**config.mk**
```make
export PLATFORM = sky130hd
export DESIGN_NAME = extmem_fifo
export DESIGN_NICKNAME = d
export VERILOG_FILES = /design/src/rtl/extmem_fifo_pkg.sv /design/src/rtl/extmem_fifo_q.sv /design/src/rtl/extmem_fifo_wr.sv /design/src/rtl/extmem_fifo_rd.sv /design/src/rtl/extmem_fifo.sv
export SDC_FILE = /design/constraint.sdc
export NUM_CORES = 2
export LEC_CHECK = 0
export BUFFER_PORTS_ARGS = -buffer_cell sky130_fd_sc_hd__buf_2
export CELL_PAD_IN_SITES_DETAIL_PLACEMENT = 1
export CELL_PAD_IN_SITES_GLOBAL_PLACEMENT = 1
export CORE_MARGIN = 3
export CORE_UTILIZATION = 40
export CTS_CLUSTER_DIAMETER = 200
export DETAILED_ROUTE_END_ITERATION = 16
export GPL_TIMING_DRIVEN = 0
export PLACE_DENSITY_LB_ADDON = 0.25
export SYNTH_ARGS = -nofsm -noshare
export SYNTH_HDL_FRONTEND = slang
export SYNTH_HIERARCHICAL = 1
export SYNTH_SLANG_ARGS = --single-unit
```
**constraint.sdc**
```tcl
create_clock -name clk -period 5.7 [get_ports clk]
set_clock_uncertainty 0.1 [all_clocks]
set_input_delay 0.57 -clock clk [delete_from_list [all_inputs] [get_ports clk]]
set_output_delay 0.57 -clock clk [all_outputs]
set_load 0.005 [all_outputs]
```
**src/rtl/extmem_fifo_pkg.sv**
```systemverilog
package extmem_fifo_pkg;
  typedef enum logic [1:0] {WR_IDLE, WR_ADDR, WR_DATA, WR_RESP} wr_state_t;
  typedef enum logic [1:0] {RD_IDLE, RD_ADDR, RD_DATA} rd_state_t;
endpackage

```
**src/rtl/extmem_fifo_q.sv**
```systemverilog
module extmem_fifo_q #(
  parameter int W     = 8,
  parameter int DEPTH = 8
) (
  input  logic         clk,
  input  logic         rst_n,
  input  logic         push,
  input  logic         pop,
  input  logic [W-1:0] din,
  output logic [W-1:0] dout,
  output logic         full,
  output logic         empty
);
  localparam int PW = (DEPTH > 1) ? $clog2(DEPTH) : 1;
  localparam logic [PW-1:0] LAST_SLOT = PW'(DEPTH - 1);

  logic [W-1:0] mem [DEPTH];
  logic [PW-1:0] wp, rp, wp_nx, rp_nx;
  logic [PW:0]   cnt, cnt_nx;

  always_comb begin
    wp_nx  = wp;
    rp_nx  = rp;
    cnt_nx = cnt;
    if (push) wp_nx = (wp == LAST_SLOT) ? '0 : wp + 1'b1;
    if (pop)  rp_nx = (rp == LAST_SLOT) ? '0 : rp + 1'b1;
    if (push && !pop) cnt_nx = cnt + 1'b1;
    if (pop && !push) cnt_nx = cnt - 1'b1;
  end

  always_ff @(posedge clk or negedge rst_n) begin
    if (!rst_n) begin
      wp  <= '0;
      rp  <= '0;
      cnt <= '0;
    end else begin
      wp  <= wp_nx;
      rp  <= rp_nx;
      cnt <= cnt_nx;
    end
  end

  always_ff @(posedge clk) begin
    if (push) mem[wp] <= din;
  end

  assign dout  = mem[rp];
  assign full  = (cnt == (PW+1)'(DEPTH));
  assign empty = (cnt == '0);
endmodule

```
**src/rtl/extmem_fifo_wr.sv**
```systemverilog
module extmem_fifo_wr
  import extmem_fifo_pkg::*;
#(
  parameter int          ADDR_W       = 28,
  parameter int          DATA_W       = 64,
  parameter int          LEN_W        = 6,
  parameter int          BL_W         = 9,
  parameter int          OCC_W        = 7,
  parameter int          MAX_BURST    = 256,
  parameter logic [31:0] REGION_BASE  = 32'h0000_0FC0,
  parameter int          REGION_BYTES = 512
) (
  input  logic                   clk,
  input  logic                   rst_n,
  input  logic                   len_empty,
  input  logic [LEN_W-1:0]       len_head,
  output logic                   len_pop,
  input  logic                   stage_empty,
  input  logic [DATA_W-1:0]      stage_head,
  output logic                   stage_pop,
  input  logic [OCC_W-1:0]       free_beats,
  input  logic                   job_full,
  output logic                   job_push,
  output logic [ADDR_W+BL_W:0]   job_din,
  output logic                   issue,
  output logic [BL_W-1:0]        issue_beats,
  output logic                   awvalid,
  input  logic                   awready,
  output logic [ADDR_W-1:0]      awaddr,
  output logic [7:0]             awlen,
  output logic                   wvalid,
  input  logic                   wready,
  output logic [DATA_W-1:0]      wdata,
  output logic                   wlast,
  input  logic                   bvalid,
  output logic                   bready
);
  localparam int          BYTES      = DATA_W / 8;
  localparam int          OFF_W      = $clog2(BYTES);
  localparam logic [31:0] REGION_END = REGION_BASE + 32'(REGION_BYTES);

  wr_state_t          st, st_nx;
  logic [ADDR_W-1:0]  addr, addr_nx, baddr, baddr_nx;
  logic [LEN_W-1:0]   rem, rem_nx;
  logic [BL_W-1:0]    blen, blen_nx, beat, beat_nx;
  logic [31:0]        c_4k, c_end, c_sel, a_next;

  // burst size: packet remainder, limited by burst cap, 4 KiB page and region end
  always_comb begin
    c_4k  = (32'd4096 - 32'(addr[11:0])) >> OFF_W;
    c_end = (REGION_END - 32'(addr)) >> OFF_W;
    c_sel = 32'(rem);
    if (c_sel > 32'(MAX_BURST)) c_sel = 32'(MAX_BURST);
    if (c_sel > c_4k)           c_sel = c_4k;
    if (c_sel > c_end)          c_sel = c_end;
    a_next = 32'(addr) + (c_sel << OFF_W);
    if (a_next == REGION_END) a_next = REGION_BASE;
  end

  assign issue_beats = BL_W'(c_sel);

  always_comb begin
    st_nx     = st;
    addr_nx   = addr;
    baddr_nx  = baddr;
    rem_nx    = rem;
    blen_nx   = blen;
    beat_nx   = beat;
    len_pop   = 1'b0;
    stage_pop = 1'b0;
    job_push  = 1'b0;
    issue     = 1'b0;
    unique case (st)
      WR_IDLE: begin
        if (rem == '0) begin
          if (!len_empty) begin
            len_pop = 1'b1;
            rem_nx  = len_head;
          end
        end else if (!job_full && (c_sel <= 32'(free_beats))) begin
          issue    = 1'b1;
          baddr_nx = addr;
          blen_nx  = issue_beats;
          rem_nx   = rem - LEN_W'(c_sel);
          addr_nx  = ADDR_W'(a_next);
          beat_nx  = '0;
          st_nx    = WR_ADDR;
        end
      end
      WR_ADDR: if (awready) st_nx = WR_DATA;
      WR_DATA: begin
        if (wvalid && wready) begin
          stage_pop = 1'b1;
          beat_nx   = beat + 1'b1;
          if (wlast) st_nx = WR_RESP;
        end
      end
      default: begin
        if (bvalid) begin
          job_push = 1'b1;
          st_nx    = WR_IDLE;
        end
      end
    endcase
  end

  always_ff @(posedge clk or negedge rst_n) begin
    if (!rst_n) begin
      st    <= WR_IDLE;
      addr  <= ADDR_W'(REGION_BASE);
      baddr <= '0;
      rem   <= '0;
      blen  <= '0;
      beat  <= '0;
    end else begin
      st    <= st_nx;
      addr  <= addr_nx;
      baddr <= baddr_nx;
      rem   <= rem_nx;
      blen  <= blen_nx;
      beat  <= beat_nx;
    end
  end

  assign awvalid = (st == WR_ADDR);
  assign awaddr  = baddr;
  assign awlen   = 8'(blen - 1'b1);
  assign wvalid  = (st == WR_DATA) && !stage_empty;
  assign wdata   = stage_head;
  assign wlast   = (beat == blen - 1'b1);
  assign bready  = (st == WR_RESP);
  assign job_din = {(rem == '0), blen, baddr};
endmodule

```
**src/rtl/extmem_fifo_rd.sv**
```systemverilog
module extmem_fifo_rd
  import extmem_fifo_pkg::*;
#(
  parameter int ADDR_W = 28,
  parameter int DATA_W = 64,
  parameter int BL_W   = 9
) (
  input  logic                 clk,
  input  logic                 rst_n,
  input  logic                 job_empty,
  input  logic [ADDR_W+BL_W:0] job_dout,
  output logic                 job_pop,
  output logic                 beat_out,
  output logic                 arvalid,
  input  logic                 arready,
  output logic [ADDR_W-1:0]    araddr,
  output logic [7:0]           arlen,
  input  logic                 rvalid,
  output logic                 rready,
  input  logic [DATA_W-1:0]    rdata,
  input  logic                 rlast,
  output logic                 out_valid,
  input  logic                 out_ready,
  output logic [DATA_W-1:0]    out_data,
  output logic                 out_last
);
  rd_state_t         st, st_nx;
  logic [ADDR_W-1:0] raddr, raddr_nx;
  logic [BL_W-1:0]   rlen, rlen_nx;
  logic              reop, reop_nx;

  always_comb begin
    st_nx    = st;
    raddr_nx = raddr;
    rlen_nx  = rlen;
    reop_nx  = reop;
    job_pop  = 1'b0;
    unique case (st)
      RD_IDLE: begin
        if (!job_empty) begin
          job_pop  = 1'b1;
          raddr_nx = job_dout[ADDR_W-1:0];
          rlen_nx  = job_dout[ADDR_W+BL_W-1:ADDR_W];
          reop_nx  = job_dout[ADDR_W+BL_W];
          st_nx    = RD_ADDR;
        end
      end
      RD_ADDR: if (arready) st_nx = RD_DATA;
      default: if (rvalid && out_ready && rlast) st_nx = RD_IDLE;
    endcase
  end

  always_ff @(posedge clk or negedge rst_n) begin
    if (!rst_n) begin
      st    <= RD_IDLE;
      raddr <= '0;
      rlen  <= '0;
      reop  <= 1'b0;
    end else begin
      st    <= st_nx;
      raddr <= raddr_nx;
      rlen  <= rlen_nx;
      reop  <= reop_nx;
    end
  end

  assign arvalid   = (st == RD_ADDR);
  assign araddr    = raddr;
  assign arlen     = 8'(rlen - 1'b1);
  assign out_valid = (st == RD_DATA) && rvalid;
  assign rready    = (st == RD_DATA) && out_ready;
  assign out_data  = rdata;
  assign out_last  = rlast && reop;
  assign beat_out  = out_valid && out_ready;
endmodule

```
**src/rtl/extmem_fifo.sv**
```systemverilog
module extmem_fifo #(
  parameter int          ADDR_W       = 28,
  parameter int          DATA_W       = 64,
  parameter int          MAX_BURST    = 256,
  parameter int          JOB_DEPTH    = 8,
  parameter int          STAGE_DEPTH  = 32,
  parameter int          MAX_PKT      = 32,
  parameter logic [31:0] REGION_BASE  = 32'h0000_0FC0,
  parameter int          REGION_BYTES = 512
) (
  input  logic              clk,
  input  logic              rst_n,
  input  logic              in_valid,
  output logic              in_ready,
  input  logic [DATA_W-1:0] in_data,
  input  logic              in_last,
  output logic              out_valid,
  input  logic              out_ready,
  output logic [DATA_W-1:0] out_data,
  output logic              out_last,
  output logic              awvalid,
  input  logic              awready,
  output logic [ADDR_W-1:0] awaddr,
  output logic [7:0]        awlen,
  output logic              wvalid,
  input  logic              wready,
  output logic [DATA_W-1:0] wdata,
  output logic              wlast,
  input  logic              bvalid,
  output logic              bready,
  output logic              arvalid,
  input  logic              arready,
  output logic [ADDR_W-1:0] araddr,
  output logic [7:0]        arlen,
  input  logic              rvalid,
  output logic              rready,
  input  logic [DATA_W-1:0] rdata,
  input  logic              rlast
);
  localparam int REGION_BEATS = REGION_BYTES / (DATA_W / 8);
  localparam int LEN_W        = $clog2(MAX_PKT + 1);
  localparam int BL_W         = $clog2(MAX_BURST + 1);
  localparam int OCC_W        = $clog2(REGION_BEATS + 1);
  localparam int JOB_W        = ADDR_W + BL_W + 1;

  logic              rst_q1, srst_n;
  logic              stage_full, stage_empty, stage_pop;
  logic [DATA_W-1:0] stage_head;
  logic              len_full, len_empty, len_pop;
  logic [LEN_W-1:0]  len_head, pk_cnt, pk_cnt_nx;
  logic              in_fire;
  logic              job_full, job_empty, job_push, job_pop;
  logic [JOB_W-1:0]  job_din, job_dout;
  logic              issue, beat_out;
  logic [BL_W-1:0]   issue_beats;
  logic [OCC_W-1:0]  occ, occ_nx, free_beats;

  // reset asserts at once, releases on the second clock edge
  always_ff @(posedge clk or negedge rst_n) begin
    if (!rst_n) begin
      rst_q1 <= 1'b0;
      srst_n <= 1'b0;
    end else begin
      rst_q1 <= 1'b1;
      srst_n <= rst_q1;
    end
  end

  assign in_ready = !stage_full && !len_full;
  assign in_fire  = in_valid && in_ready;

  always_comb begin
    pk_cnt_nx = pk_cnt;
    if (in_fire) pk_cnt_nx = in_last ? '0 : pk_cnt + 1'b1;
    occ_nx = occ;
    if (issue)    occ_nx = occ_nx + OCC_W'(issue_beats);
    if (beat_out) occ_nx = occ_nx - 1'b1;
  end

  always_ff @(posedge clk or negedge srst_n) begin
    if (!srst_n) begin
      pk_cnt <= '0;
      occ    <= '0;
    end else begin
      pk_cnt <= pk_cnt_nx;
      occ    <= occ_nx;
    end
  end

  assign free_beats = OCC_W'(REGION_BEATS) - occ;

  extmem_fifo_q #(.W(DATA_W), .DEPTH(STAGE_DEPTH)) u_stage (
    .clk(clk), .rst_n(srst_n), .push(in_fire), .pop(stage_pop),
    .din(in_data), .dout(stage_head), .full(stage_full), .empty(stage_empty));

  extmem_fifo_q #(.W(LEN_W), .DEPTH(STAGE_DEPTH)) u_len (
    .clk(clk), .rst_n(srst_n), .push(in_fire && in_last), .pop(len_pop),
    .din(pk_cnt + 1'b1), .dout(len_head), .full(len_full), .empty(len_empty));

  extmem_fifo_q #(.W(JOB_W), .DEPTH(JOB_DEPTH)) u_job (
    .clk(clk), .rst_n(srst_n), .push(job_push), .pop(job_pop),
    .din(job_din), .dout(job_dout), .full(job_full), .empty(job_empty));

  extmem_fifo_wr #(
    .ADDR_W(ADDR_W), .DATA_W(DATA_W), .LEN_W(LEN_W), .BL_W(BL_W), .OCC_W(OCC_W),
    .MAX_BURST(MAX_BURST), .REGION_BASE(REGION_BASE), .REGION_BYTES(REGION_BYTES)
  ) u_wr (
    .clk(clk), .rst_n(srst_n),
    .len_empty(len_empty), .len_head(len_head), .len_pop(len_pop),
    .stage_empty(stage_empty), .stage_head(stage_head), .stage_pop(stage_pop),
    .free_beats(free_beats), .job_full(job_full), .job_push(job_push), .job_din(job_din),
    .issue(issue), .issue_beats(issue_beats),
    .awvalid(awvalid), .awready(awready), .awaddr(awaddr), .awlen(awlen),
    .wvalid(wvalid), .wready(wready), .wdata(wdata), .wlast(wlast),
    .bvalid(bvalid), .bready(bready));

  extmem_fifo_rd #(.ADDR_W(ADDR_W), .DATA_W(DATA_W), .BL_W(BL_W)) u_rd (
    .clk(clk), .rst_n(srst_n),
    .job_empty(job_empty), .job_dout(job_dout), .job_pop(job_pop), .beat_out(beat_out),
    .arvalid(arvalid), .arready(arready), .araddr(araddr), .arlen(arlen),
    .rvalid(rvalid), .rready(rready), .rdata(rdata), .rlast(rlast),
    .out_valid(out_valid), .out_ready(out_ready), .out_data(out_data), .out_last(out_last));
endmodule

```
==> metrics.md <==
| Metric | Value |
|---|---|
| Mapped Area | 0.109 mm² |
| Largest net degree at the start of global routing | 59 |
| Worst Tran Pin Value | 1.27 ns |
| Clock slew at reported path FFs | approximately 0.060 ns |
| CP max stage delay | 0.56 ns |
| Vias in the first global route | 61,100 |
| Worst setup path class | reg -> reg |
| Port Buf Inserts | 280 |
| Global route total overflow | 0 |
| Post-route minimum period | 8.09 ns |
| Relative slew slack | 15.2% |
| R2R Path End | u_wr/addr[12]$_DFFE_PN0P_ |
| Startpoint types | flop |
| Final Hold Vio Count | 0 |
| Share of cells above drive strength 1 | 32.0% |
| Slack of the critical path | -2.39 ns |
| Cell Count, Final, Fillers Out | roughly 10,000 |
| R2r setup slk | -2.39 ns |
| TritonRoute pass-1 iters | 5 |
| DR vias | 57,700 |
| Antenna violations before repair | 18 |
| Synthesis warning total | 6 |
| Mapped Cells | 5,535 |
| Starting Density | 40.2% |
| Peak VDD IR | 293 µV |
| Die Y-Extent | 528 µm |
| Fmax | 124 MHz |
| Pwr Density | 519 mW/mm² |
| CTS H-Tree Depth | 5 |
| Global-route wire length before repair | 428,000 µm |
| RSZ-0062 raised after global routing | yes |
| RePlAce Congestion | 0.798 |
| Tot GR Track Use | 20.8% |
| CTS buffer count | 299 |
| Clock Latency Late Sink | 0.86 ns |
| Critical Path End | u_wr/addr[12]$_DFFE_PN0P_ |
| CP max stage cell | or4_4 |
| I/O pin cnt | approximately 350 |
| Lkg Pwr | 0.0436 µW |
| Critical path capture point type | flop |
| WP data required | between 6 and 7 ns |
| Root buffer cell | clkbuf_16 |
| Site Rows | 191 |
| Clk pwr share | a little over a quarter |
| Hold Path Class | in -> reg |
| Post-Place Cells | 9,554 |
| WL final | 294,000 µm |
| Sw Ratio | ~33% |
| Die W | 528 µm |
| Most common cell after layout, fill and taps aside | edfxtp_1 |
| CP most frequent cell | ha_4 |
| Commonest cells after routing, fill and taps aside | 2,536 x edfxtp_1, 506 x mux4_2, 383 x buf_2, 335 x mux2i_1, 310 x clkbuf_16 |
| Net switching power | between 20,000 and 25,000 µW |
| Power share of the sequential group | 36.5% |
| Internal power | between 40,000 and 50,000 µW |
| Drt drc | 0 |
| Nets | 6,633 |
| WL/cell | roughly 29 µm |
| Worst reg-to-reg path cell count | 33 |
| Logic pwr share | 36.1% |
| Status | complete, but fails checks |
| Fin Hold WS | 0.0834 ns |
| DR vias/cell | 5.66 |
| Final slew viol count | 0 |
| Final HPWL DP | 199,000 µm |
| CTS sink cnt | between 2,000 and 3,000 |
| Max-cap violations | 0 |
| Core area | 0.271 mm² |
| Failing checks | setup timing |
| Critical path startpoint | u_wr/addr[3]$_DFFE_PN0P_ |
| R2r startpoint | u_wr/addr[3]$_DFFE_PN0P_ |
| Die Area | 0.279 mm² |
| Initial DRC count | approximately 4,800 |
| Final period util | 142% |
| CTS tree | yes |
| Layout area overhead | 19.2% |
| DRT antenna net count | 0 |
| Mapped Avg Cell Area | 19.7 µm² |
| CP arrival | slightly below 9 ns |
| Worst-path fanout max | 6 |
| Clock Tree Buf Depth | 4 |
| Final setup fails | 83 |
-- stage by stage --
stage | setup TNS [ns] | util [%] | cell area, µm² | setup WS (ns) | power, µW
finish | -138.94 | 47.9 | 130000 | -2.39 | 67400
global route | -158.25 | 47.9 | 130000 | -2.68 | 70600
global placement | -7219.41 | 42.5 | 115000 | -3.79 | 46200
floorplan | -96.18 | - | 109000 | -2.06 | 38900
CTS | -123.79 | 47.7 | 129000 | -2.16 | 67400
detailed placement | -214.51 | 43.8 | 119000 | -3.65 | 46900
-- cell type report --
class | instances | area, µm²
Tap cell | 3570 | 4470
Clock inverter | 145 | 1230
Multi-Input combinational cell | 2346 | 27100
Clock buffer | 383 | 8050
Antenna cell | 5 | 12.5
Timing Repair Buffer | 542 | 5500
Buffer | 431 | 2760
Inverter | 69 | 275
Sequential cell | 2708 | 80500
Fill cell | 24900 | 141000
-- repair_timing --
action | CTS | global route
hold buffers | 9 | 0
endpoints found under the hold margin | 7 | 0
pin swaps | 41 | 30
setup endpoints to repair | 90 | 86
setup buffers | 73 | 30
gates resized for setup | 195 | 70
cloned | 3 | 2
-- power by group through the flow --
stage	clock network [µW]	registers (µW)	logic [µW]
after floorplan	0	24700	14200
after global placement	0	25200	21000
after detailed placement	0	25000	21900
after CTS	18900	24600	23800
after global routing	19800	24800	26100
final	18400	24600	24400
-- layer usage --
layer,GRT usage [%],part of all wire (%),vias to the layer above,wire length (µm)
met1,28.3,42,31100,125000
met2,34.9,49,1807,146000
met3,2.90,5.1,460,15100
met4,6.15,2.9,8,8560
li1,-,-,24300,-
met5,0,0.016,-,48
-- flip-flops by register name, summed over array words and instances (netlist names), 3 cells and up --
| name | cells |
|---|---|
| occ | 7 |
| pk_cnt | 6 |
| u_job/cnt | 4 |
| u_job/mem | 296 |
| u_job/rp | 3 |
| u_job/wp | 3 |
| u_len/cnt | 6 |
| u_len/mem | 192 |
| u_len/rp | 5 |
| u_len/wp | 5 |
| u_rd/araddr | 28 |
| u_rd/rlen | 8 |
| u_stage/cnt | 6 |
| u_stage/mem | 2048 |
| u_stage/rp | 5 |
| u_stage/wp | 5 |
| u_wr/addr | 25 |
| u_wr/awaddr | 25 |
| u_wr/beat | 9 |
| u_wr/blen | 9 |
| u_wr/rem | 6 |
-- worst max-delay path: cells and delay by family, from the launching register on --
| family | cells | cell delay [ns] |
|---|---|---|
| AOI/OAI and AO/OA | 13 | 3.18 |
| and+or+nand+nor | 8 | 1.86 |
| adders and majority gates | 3 | 0.76 |
| muxes | 2 | 0.67 |
| buffers and inverters | 5 | 0.54 |
| DFF | 1 | 0.48 |
| xor gates and xnor gates | 2 | 0.34 |
-- how the worst min path moves through the flow --
stage,from,endpoint,slack [ns],cells after the start
4_1_cts,in_data[55],u_stage/mem[6][55]$_DFFE_PP_,0.007,1
3_3_place_gp,rst_q1$_DFF_PN0_,srst_n$_DFF_PN0_,0.24,0
5_1_grt,in_data[53],u_stage/mem[11][53]$_DFFE_PP_,0.06,1
6_report,in_data[53],u_stage/mem[11][53]$_DFFE_PP_,0.08,1
2_1_floorplan,rst_n,rst_q1$_DFF_PN0_,0.17,0
3_5_place_dp,srst_n$_DFF_PN0_,u_rd/araddr[10]$_DFFE_PN0P_,0.16,0
Power figures use the tool's default switching activity.
